**config.mk**
```make
export PLATFORM = sky130hd
export DESIGN_NAME = chr_page_mapper
export DESIGN_NICKNAME = d
export VERILOG_FILES = /design/src/rtl/chr_map_pkg.sv /design/src/rtl/chr_bank_regs.sv /design/src/rtl/chr_tile_latch.sv /design/src/rtl/chr_page_calc.sv /design/src/rtl/chr_page_mapper.sv
export SDC_FILE = /design/constraint.sdc
export NUM_CORES = 1
export LEC_CHECK = 0
export BUFFER_PORTS_ARGS = -buffer_cell sky130_fd_sc_hd__buf_2
export CORE_MARGIN = 5
export CORE_UTILIZATION = 60
export DETAILED_ROUTE_END_ITERATION = 8
export GPL_ROUTABILITY_DRIVEN = 0
export PLACE_DENSITY = 0.79
export SLEW_MARGIN = 30
export SYNTH_ARGS = -nofsm -noshare
export SYNTH_HDL_FRONTEND = slang
export SYNTH_SLANG_ARGS = --single-unit
```
**constraint.sdc**
```tcl
create_clock -name clk -period 6 [get_ports clk]
set_input_delay 0.6 -clock clk [delete_from_list [all_inputs] [get_ports clk]]
set_output_delay 0.6 -clock clk [all_outputs]
set_load 0.02 [all_outputs]
```
**src/rtl/chr_map_pkg.sv**
```systemverilog
package chr_map_pkg;
  typedef enum logic [1:0] {
    PG_8K = 2'b00,
    PG_4K = 2'b01,
    PG_2K = 2'b10,
    PG_1K = 2'b11
  } page_size_e;

  localparam int FULL_BANK_BIT = 5;
  localparam int BASE_GRAIN    = 5;
endpackage

```
**src/rtl/chr_bank_regs.sv**
```systemverilog
module chr_bank_regs #(
  parameter int NUM_BANKS = 8,
  parameter int BYTE_W    = 8,
  parameter int CPU_AW    = 16,
  parameter logic [3:0] LO_REGION = 4'h9,
  parameter logic [3:0] HI_REGION = 4'hA
) (
  input  logic                                  clk,
  input  logic                                  rst,
  input  logic                                  wr_en,
  input  logic [CPU_AW-1:0]                     wr_addr,
  input  logic [BYTE_W-1:0]                     wr_data,
  output logic [NUM_BANKS-1:0][2*BYTE_W-1:0]    bank_q
);
  localparam int IDX_W = $clog2(NUM_BANKS);

  logic [BYTE_W-1:0]    lo_q [NUM_BANKS];
  logic [BYTE_W-1:0]    hi_q [NUM_BANKS];
  logic [NUM_BANKS-1:0] hit_lo;
  logic [NUM_BANKS-1:0] hit_hi;
  logic                 in_lo;
  logic                 in_hi;

  assign in_lo = wr_en && (wr_addr[CPU_AW-1:CPU_AW-4] == LO_REGION);
  assign in_hi = wr_en && (wr_addr[CPU_AW-1:CPU_AW-4] == HI_REGION);

  for (genvar g = 0; g < NUM_BANKS; g++) begin : g_bank
    assign hit_lo[g] = in_lo && (wr_addr[IDX_W-1:0] == IDX_W'(g));
    assign hit_hi[g] = in_hi && (wr_addr[IDX_W-1:0] == IDX_W'(g));

    always_ff @(posedge clk) begin
      if (rst) begin
        lo_q[g] <= '1;
        hi_q[g] <= '1;
      end else begin
        if (hit_lo[g]) lo_q[g] <= wr_data;
        if (hit_hi[g]) hi_q[g] <= wr_data;
      end
    end

    assign bank_q[g] = {hi_q[g], lo_q[g]};
  end

  // without a write strobe no bank moves
  assert_idle_stable_R1: assert property (@(posedge clk) disable iff (rst)
    !wr_en |=> $stable(bank_q));

  // writes outside both register regions are ignored
  assert_foreign_region_R1: assert property (@(posedge clk) disable iff (rst)
    (wr_en && wr_addr[CPU_AW-1:CPU_AW-4] != LO_REGION &&
     wr_addr[CPU_AW-1:CPU_AW-4] != HI_REGION) |=> $stable(bank_q));
endmodule

```
**src/rtl/chr_tile_latch.sv**
```systemverilog
module chr_tile_latch #(
  parameter int PPU_AW = 14
) (
  input  logic              clk,
  input  logic              rst,
  input  logic              latch_en,
  input  logic              ppu_rd,
  input  logic [PPU_AW-1:0] ppu_addr,
  output logic [1:0]        sel_q
);
  logic row_d;
  logic row_e;
  logic trig;

  assign row_d = ppu_addr[7:4] == 4'hD;
  assign row_e = ppu_addr[7:4] == 4'hE;
  assign trig  = ppu_rd && !ppu_addr[13] && (ppu_addr[11:8] == 4'hF) && (row_d || row_e);

  always_ff @(posedge clk) begin
    if (rst) begin
      sel_q <= '0;
    end else if (!latch_en) begin
      sel_q <= '0;
    end else if (trig) begin
      sel_q[ppu_addr[12]] <= row_e;
    end
  end

  // disabling the selection clears both selectors
  assert_disable_clears_R12: assert property (@(posedge clk) disable iff (rst)
    !latch_en |=> sel_q == 2'b00);

  // selectors move only on a read strobe
  assert_no_read_hold_R10: assert property (@(posedge clk) disable iff (rst)
    (latch_en && !ppu_rd) |=> $stable(sel_q));

  // a read at or above the pattern space never moves a selector
  assert_high_addr_hold_R10: assert property (@(posedge clk) disable iff (rst)
    (latch_en && ppu_addr[13]) |=> $stable(sel_q));
endmodule

```
**src/rtl/chr_page_calc.sv**
```systemverilog
module chr_page_calc
  import chr_map_pkg::*;
#(
  parameter int NUM_BANKS = 8,
  parameter int BANK_W    = 16,
  parameter int PAGE_W    = BANK_W + 3
) (
  input  logic [NUM_BANKS-1:0][BANK_W-1:0] banks,
  input  logic [1:0]                       size_raw,
  input  logic [7:0]                       outer,
  input  logic [2:0]                       win,
  input  logic [1:0]                       sel,
  output logic [PAGE_W-1:0]                page
);
  localparam int IDX_W = $clog2(NUM_BANKS);

  page_size_e         size;
  logic [IDX_W-1:0]   idx;
  logic [2:0]         low;
  logic [1:0]         shamt;
  logic [3:0]         grain;
  logic [BANK_W-1:0]  raw;
  logic [BANK_W-1:0]  inner_mask;
  logic [BANK_W-1:0]  blk_field;
  logic [BANK_W-1:0]  eff;

  assign size = page_size_e'(size_raw);

  always_comb begin
    idx = '0;
    low = '0;
    unique case (size)
      PG_8K: begin idx = '0;                        low = win;                end
      PG_4K: begin idx = {win[2], sel[win[2]], 1'b0}; low = {1'b0, win[1:0]}; end
      PG_2K: begin idx = {win[2:1], 1'b0};            low = {2'b00, win[0]};  end
      PG_1K: begin idx = win;                         low = 3'b000;           end
      default: begin idx = '0; low = '0; end
    endcase
  end

  always_comb begin
    shamt      = 2'd3 - size_raw;
    grain      = 4'(BASE_GRAIN) + {2'b00, size_raw};
    raw        = banks[idx];
    inner_mask = ~({BANK_W{1'b1}} << grain);
    blk_field  = BANK_W'({outer[4:3], outer[0]}) << grain;
    eff        = outer[FULL_BANK_BIT] ? raw : ((raw & inner_mask) | blk_field);
    page       = (PAGE_W'(eff) << shamt) | PAGE_W'(low);
  end
endmodule

```
**src/rtl/chr_page_mapper.sv**
```systemverilog
module chr_page_mapper
  import chr_map_pkg::*;
#(
  parameter int NUM_BANKS = 8,
  parameter int BYTE_W    = 8,
  parameter int CPU_AW    = 16,
  parameter int PPU_AW    = 14,
  parameter logic [3:0] LO_REGION = 4'h9,
  parameter logic [3:0] HI_REGION = 4'hA,
  parameter int BANK_W    = 2 * BYTE_W,
  parameter int PAGE_W    = BANK_W + 3
) (
  input  logic              clk,
  input  logic              rst,
  input  logic              cpu_wr,
  input  logic [CPU_AW-1:0] cpu_addr,
  input  logic [BYTE_W-1:0] cpu_wdata,
  input  logic [7:0]        ctrl,
  input  logic [7:0]        outer,
  input  logic              latch_en,
  input  logic [PPU_AW-1:0] ppu_addr,
  input  logic              ppu_rd,
  output logic [PAGE_W-1:0] chr_page
);
  logic [NUM_BANKS-1:0][BANK_W-1:0] banks;
  logic [1:0]                       sel_q;
  logic [1:0]                       sel_eff;
  logic [PAGE_W-1:0]                page_d;

  chr_bank_regs #(
    .NUM_BANKS (NUM_BANKS),
    .BYTE_W    (BYTE_W),
    .CPU_AW    (CPU_AW),
    .LO_REGION (LO_REGION),
    .HI_REGION (HI_REGION)
  ) u_regs (
    .clk     (clk),
    .rst     (rst),
    .wr_en   (cpu_wr),
    .wr_addr (cpu_addr),
    .wr_data (cpu_wdata),
    .bank_q  (banks)
  );

  chr_tile_latch #(
    .PPU_AW (PPU_AW)
  ) u_latch (
    .clk      (clk),
    .rst      (rst),
    .latch_en (latch_en),
    .ppu_rd   (ppu_rd),
    .ppu_addr (ppu_addr),
    .sel_q    (sel_q)
  );

  assign sel_eff = latch_en ? sel_q : 2'b00;

  chr_page_calc #(
    .NUM_BANKS (NUM_BANKS),
    .BANK_W    (BANK_W),
    .PAGE_W    (PAGE_W)
  ) u_calc (
    .banks    (banks),
    .size_raw (ctrl[4:3]),
    .outer    (outer),
    .win      (ppu_addr[12:10]),
    .sel      (sel_eff),
    .page     (page_d)
  );

  always_ff @(posedge clk) begin
    if (rst) chr_page <= '0;
    else     chr_page <= page_d;
  end

  // a confined bank always lands inside its 256 KB block
  assert_block_confined_R8: assert property (@(posedge clk) disable iff (rst)
    (!$past(rst) && !$past(outer[FULL_BANK_BIT])) |->
      (chr_page[PAGE_W-1:11] == '0 &&
       chr_page[10:8] == {$past(outer[4:3]), $past(outer[0])}));

  // output is frozen when nothing feeding it changed
  assert_registered_hold_R13: assert property (@(posedge clk) disable iff (rst)
    (!$past(rst) && !cpu_wr && !$past(cpu_wr) && !ppu_rd && !$past(ppu_rd) &&
     $stable(ppu_addr) && $stable(ctrl) && $stable(outer) && $stable(latch_en))
      |=> $stable(chr_page));
endmodule

```
; ---- After elaboration in Yosys (flattened, before gate mapping)
; Memories as Yosys holds them, arrays and structs flattened.
; Cells that the tools add are included.
[word_totals]
register_bits = 21
mem_bits_rw = 128
in_bits = 59
out_inout_bits = 19
memories = 2
[op_classes]
add_sub_neg = 2
magnitude_cmp = 3
eq_ne = 15
shift = 3
mux = 77
bitwise_logic = 21
reduce_logical = 27
[memory_table]
columns = name, depth, word_bits, rd, rd_clocked_by_memory_dff, wr, line_no
row1 = u_regs.hi_q, 8, 8, 8, 0, 8, chr_bank_regs.sv:18  ; logic [BYTE_W-1:0] hi_q [NUM_BANKS];
row2 = u_regs.lo_q, 8, 8, 8, 0, 8, chr_bank_regs.sv:17  ; logic [BYTE_W-1:0] lo_q [NUM_BANKS];
[op_table]
columns = cell, n
row1 = 8-bit two-way mux, 16
row2 = 1-bit two-way mux, 53
row3 = 16-bit binary-select mux with 3-bit select, 1
row4 = 16-bit two-way mux, 2
row5 = 3-bit case mux with 4 select lines, 2
row6 = 1-bit logical AND, 22
row7 = 4-bit equality test (second input constant), 5
row8 = 19-bit by 3-bit bitwise OR with 19-bit output, 1
row9 = 16-bit by 2-bit << shifter with 19-bit output, 1
row10 = 16-bit AND, 1
row11 = 16-bit inverter, 1
row12 = 1-bit bitwise OR, 16
row13 = 16-bit bitwise OR, 1
row14 = 16-bit by 4-bit << shifter with 16-bit output (first input constant), 1
row15 = 3-bit by 4-bit << shifter with 16-bit output, 1
row16 = 3-bit equality test (second input constant), 4
row17 = 3-bit by 2-bit equality test with 1-bit output (second input constant), 2
row18 = 3-bit by 2-bit adder with 4-bit output (first input constant), 1
row19 = 2-bit equality test (second input constant), 2
row20 = 3-bit by 4-bit < comparator with 1-bit output (second input constant), 1
row21 = 3-bit by 1-bit equality test with 1-bit output (second input constant), 1
row22 = 3-bit zero test, 1
row23 = 2-bit bitwise mux, 1
row24 = 2-bit by 1-bit equality test with 1-bit output (second input constant), 1
row25 = 10 further kinds, 10

; ---- Depth between registers and ports, before layout
[logic_depth]
ltp_word = 11
mapped_depth = 13

; ---- Hierarchy
; Synthesis repeated with hierarchy kept, for this count alone.
[hier_totals]
cells_unflattened = 666
hier_area_um2 = 8276.7
[modules_own_cells]
columns = mod, instances, cells_each, area_per_inst_um2, seq_area_each_um2
row1 = chr_bank_regs, 1, 360, 5486.5, 3843.7
row2 = chr_page_calc, 1, 249, 2125.8, 0.0
row3 = chr_page_mapper, 1, 41, 529.3, 380.4
row4 = chr_tile_latch, 1, 16, 135.1, 40.0

; ---- Worst setup path before layout
; OpenSTA, ideal clock, no wires.
[synth_path]
path_kind = in2reg
from = in ctrl[3]
to = reg chr_page[2]
setup_time_ps = 134
arrival_ps = 3027
required_ps = 5866
setup_slack_ps = 2839
stages = 10
n_path_buf = 2
path_cell_list = clkbuf_1 inv_2 ha_1 buf_2 nand2b_1 o32ai_4 mux4_1 a22o_1 a221oi_2 a311oi_2
[synth_between]
elab_chain_len = 9
word_cells_on_any_way = 18
classes_between = add/sub: 2 / eq/ne: 3 / shift: 3 / mux: 5 / bitwise: 4 / reduce/logical: 1
[synth_lines]
columns = item, line_no
row1 = start: declaration, chr_page_mapper.sv:18  ; input logic [7:0] ctrl,
row2 = "parallel branches: the longest is 8 deep, another holds 3-bit by 2-bit adder with 4-bit output", --
row3 = 19-bit by 3-bit bitwise OR with 19-bit output *, chr_page_calc.sv:48  ; page = (PAGE_W'(eff) << shamt) | PAGE_W'(low);
row4 = end signal: assignment, chr_page_mapper.sv:73  ; else chr_page <= page_d;
row5 = end: declaration, chr_page_mapper.sv:23  ; output logic [PAGE_W-1:0] chr_page
; Mark *: on every way between the ends. The select of a mux whose other input is x is not followed.
; A chain may end at the register's enable or synchronous reset.

; ---- Worst setup path after layout
[layout_path]
from = in ctrl[3]
to = reg chr_page[9]
[layout_between]
elab_chain_len = 9
word_cells_on_any_way = 17
classes_between = add/sub: 2 / eq/ne: 3 / shift: 3 / mux: 4 / bitwise: 4 / reduce/logical: 1
[layout_lines]
columns = item, line_no
row1 = "parallel branches: the longest is 7 deep, another holds 3-bit by 2-bit adder with 4-bit output", --
row2 = 16-bit by 2-bit << shifter with 19-bit output *, chr_page_calc.sv:48
row3 = 19-bit by 3-bit bitwise OR with 19-bit output *, chr_page_calc.sv:48
; Marked as above.

==> qor.tcl <==
set qor(outcome) {finished, final reports clean}
set qor(layout.cells.most_common) {edfxtp_1}
set qor(path_delay_family) {simple AND/OR/NAND/NOR gates}
set qor(tightestPinTransition_ns) 0.913
set qor(wirelength_mm) 16.7
set qor(max_cap_viols) 0
set qor(worstSkewPairLatency_ns) 0.43
set qor(flow.area_growth_from_synthesis_pct) 11.6
set qor(synthArstFlopShare_pct) 0
set qor(drt_pre_antenna_iters) 5
set qor(power_density_mw_per_mm2) 301
set qor(p_total_w) 0.00244
set qor(post_cts_hold_buffer_count) 0
set qor(fill_cells) 846
set qor(cts.clk_slew.worst_paths_ns) 0.05
set qor(fp.dieArea_mm2) 0.0144
set qor(cts-root-to-sink-buffers) 2
set qor(placeableCoreArea_mm2) 0.0120
set qor(clock.fmax_mhz) 278
set qor(initial_utilization_pct) 60.8
set qor(slowest_delay_ns) 0.54
set qor(slew_headroom_pct) 39.0
set qor(detail_route.vias_per_cell) 6.43
set qor(yosys_warnings) 0
set qor(synth_ff_type) {edfxtp_1}
set qor(io_pins) 78
set qor(fin_crit_sh_pct) 59.9
set qor(timing.critical_path.mode_cell) {a211oi_1}
set qor(critPathArrivalTime_ns) 3.89
set qor(port_buffers) 54
set qor(whs_ns) 0.463
set qor(report.final.hold_viol_count) 0
set qor(synth_nets) 615
set qor(post_cts.resized_instances) 0
set qor(vdd_drop_max_mv) 0.183
set qor(fin_worst_skew_ns) 0.0105
set qor(clock-root-buffer) {clkbuf_16}
set qor(wl_per_cell_um) 22.4
set qor(cts_inserted_buffers) 17
set qor(antenna_found_initial) 0
set qor(placedCellCount) 714
set qor(flops_latches_synth) 149
set qor(post_cts.repair.setup_buffers) 0
set qor(cp_num_buf_inv) 3
set qor(worstPathMaxFanout) 31
set qor(tritoncts_clock_tree) {built}
set qor(finalSetupViolCount) 0
set qor(critical_path.cell_chain) {buf_2 -> inv_2 -> ha_1 -> nand2b_1 -> nor2_4 -> buf_4 -> mux4_2 -> nand2_1 -> a211oi_1 -> a211oi_1 -> o22ai_1}
set qor(synth-edff-count) 128
set qor(utilization_pct) 67.9
set qor(post_synth_num_cell_types) 54
set qor(diodes) 0
set qor(die_w_um) 120
set qor(via_count) 4794
set qor(count_of_non_filler_cells_in_the_finished_layout) 745
set qor(critPathSlowestCell) {nor2_4}
set qor(tritoncts_num_sinks) 149
set qor(multi_input_comb_area_mm2) 0.00282
set qor(finalCriticalPeriod_ns) 3.60
set qor(finalSetupTns_ns) 0
set qor(via_count_of_the_first_global_routing_pass) 4751
set qor(grt.overflow.total) 0
set qor(cts_max_level) 4
set qor(sequential_cell_area_fraction_in_the_yosys_report_pct) 58.6
set qor(grt_first_pass_wirelength_mm) 26.1
set qor(post-route-drc-count) 0
set qor(most-common-layout-cells) {edfxtp_1, or2_2, or3_1, buf_2, nand2_1}
set qor(worst-endpoint-required_ns) 6.29
set qor(seq_area_mm2) 0.00426
set qor(grt_start_max_net_pins) 33
set qor(global_route_total_usage_across_every_layer_pct) 24.3
set qor(worstHoldPathType) {in2reg}
set qor(power_leakage_nw) 2.79
set qor(drt_first_iter_violations) 557
set qor(timing_worst_setup_path_type) {in2reg}
set qor(worstSetupStartpointType) {input pin}
set qor(synth.avg_cell_area_um2) 13.2
set qor(synthCells) 551
set qor(dpl.hpwl_mm) 11.0
set qor(rsz0062_at_grt) {no}
set qor(fraction_of_layout_instances_using_a_drive_strength_above_1_pct) 31.3
set qor(rows) 40
set qor(slew_violations) 0
set qor(mappedNetlistArea_mm2) 0.00728
set qor(floorplan.die.height_um) 120
set qor(nets) 650
set qor(end_kind) {flop}
set qor(ant_nets) 0
-- worst register-to-register path, stage by stage (launching register included) --
cell	delay (ns)
dfxtp_1	0.33
mux2i_1	0.13
o32ai_4	0.42
buf_4	0.33
mux4_1	0.63
a22o_1	0.30
nor2_1	0.12
a21oi_1	0.07
a21o_1	0.21
-- cell usage after synthesis (2+ instances only) --
cell type	number	area (um2)
buf_4	2	15.0
nor3b_1	3	22.5
nand3_1	12	60.1
edfxtp_1	128	3840
nor2_1	24	90.1
nor4_1	2	12.5
and2_1	2	12.5
nand2b_1	7	43.8
ha_1	5	62.6
buf_2	5	25.0
o22ai_1	13	81.3
o2bb2ai_1	3	26.3
nand2_1	28	105
clkbuf_1	30	113
nor2b_1	3	18.8
mux2i_1	13	130
a22o_1	4	35.0
mux4_2	25	563
dfxtp_1	21	420
a21oi_1	13	65.1
mux4_1	6	158
nand3b_1	3	22.5
or2_2	67	419
xnor2_1	2	17.5
a211oi_1	3	22.5
o21ai_1	4	20.0
buf_6	3	33.8
inv_1	4	15.0
mux2_2	2	22.5
a211o_1	2	17.5
a21o_1	8	60.1
nor3_1	8	40.0
a22oi_1	4	30.0
o21bai_1	8	60.1
a31o_2	2	17.5
or3_1	64	400
-- flip-flops by register name, indices dropped and copies added, names as in the netlist --
register / flops
u_latch.sel_q: 2
u_regs.hi_q: 64
chr_page: 19
u_regs.lo_q: 64
-- per-stage QoR --
step	setup WS [ns]	area (um2)
floorplan	2.84	7280
global placement	1.71	7560
detailed placement	2.03	7570
CTS	2.46	8120
global route	2.23	8120
finish	2.40	8120
-- per-layer routing --
| metal | vias to the layer above | global-route usage, % | share of wire, % |
|---|---|---|---|
| met5 | - | 0 | 0 |
| met4 | 0 | 10.4 | 3.1 |
| met3 | 37 | 5.14 | 7.9 |
| met2 | 237 | 38.1 | 47 |
| met1 | 2350 | 33.0 | 41 |
| li1 | 2170 | - | - |
-- worst paths after layout --
| check | start | end | slack (ns) | cells past startpoint |
|---|---|---|---|---|
| hold / removal | latch_en | u_latch.sel_q[0]$_SDFFE_PP0P_ | 0.46 | 3 |
| hold reg to reg | u_latch.sel_q[1]$_SDFFE_PP0P_ | u_latch.sel_q[1]$_SDFFE_PP0P_ | 0.48 | 2 |
| setup reg to reg | u_latch.sel_q[0]$_SDFFE_PP0P_ | chr_page[1]$_SDFF_PP0_ | 3.35 | 8 |
| setup / recovery | ctrl[3] | chr_page[9]$_SDFF_PP0_ | 2.40 | 11 |
-- layout make-up --
class                           count  area share, %
Sequential cell                   149           52.5
Multi-Input combinational cell    356           34.7
Clock buffer                       18           5.29
Timing Repair Buffer               57           3.61
Tap cell                          147           2.27
Clock inverter                     13           1.43
Inverter                            5          0.231
-- where the power goes --
group / internal (W) / switching, W / total, W / leakage, nW
clock network: 0.000598 / 0.000395 / 0.000993 / 0.267
logic: 0.0000955 / 0.000162 / 0.000258 / 1.06
registers: 0.00118 / 0.0000144 / 0.00119 / 1.46
total: 0.00187 / 0.000571 / 0.00244 / 2.79
-- cell families after synthesis --
| logic type | after synthesis | share of synthesized area, % |
|---|---|---|
| AND/OR/NAND/NOR | 229 | 17.8 |
| flip-flops | 149 | 58.6 |
| buffers and inverters | 46 | 2.87 |
| multiplexers | 47 | 12.2 |
| adder cells (fa/ha/maj) | 5 | 0.860 |
| XOR/XNOR | 2 | 0.241 |
| AO/OA/AOI/OAI | 73 | 7.45 |
(Power assumes the default switching activity.)
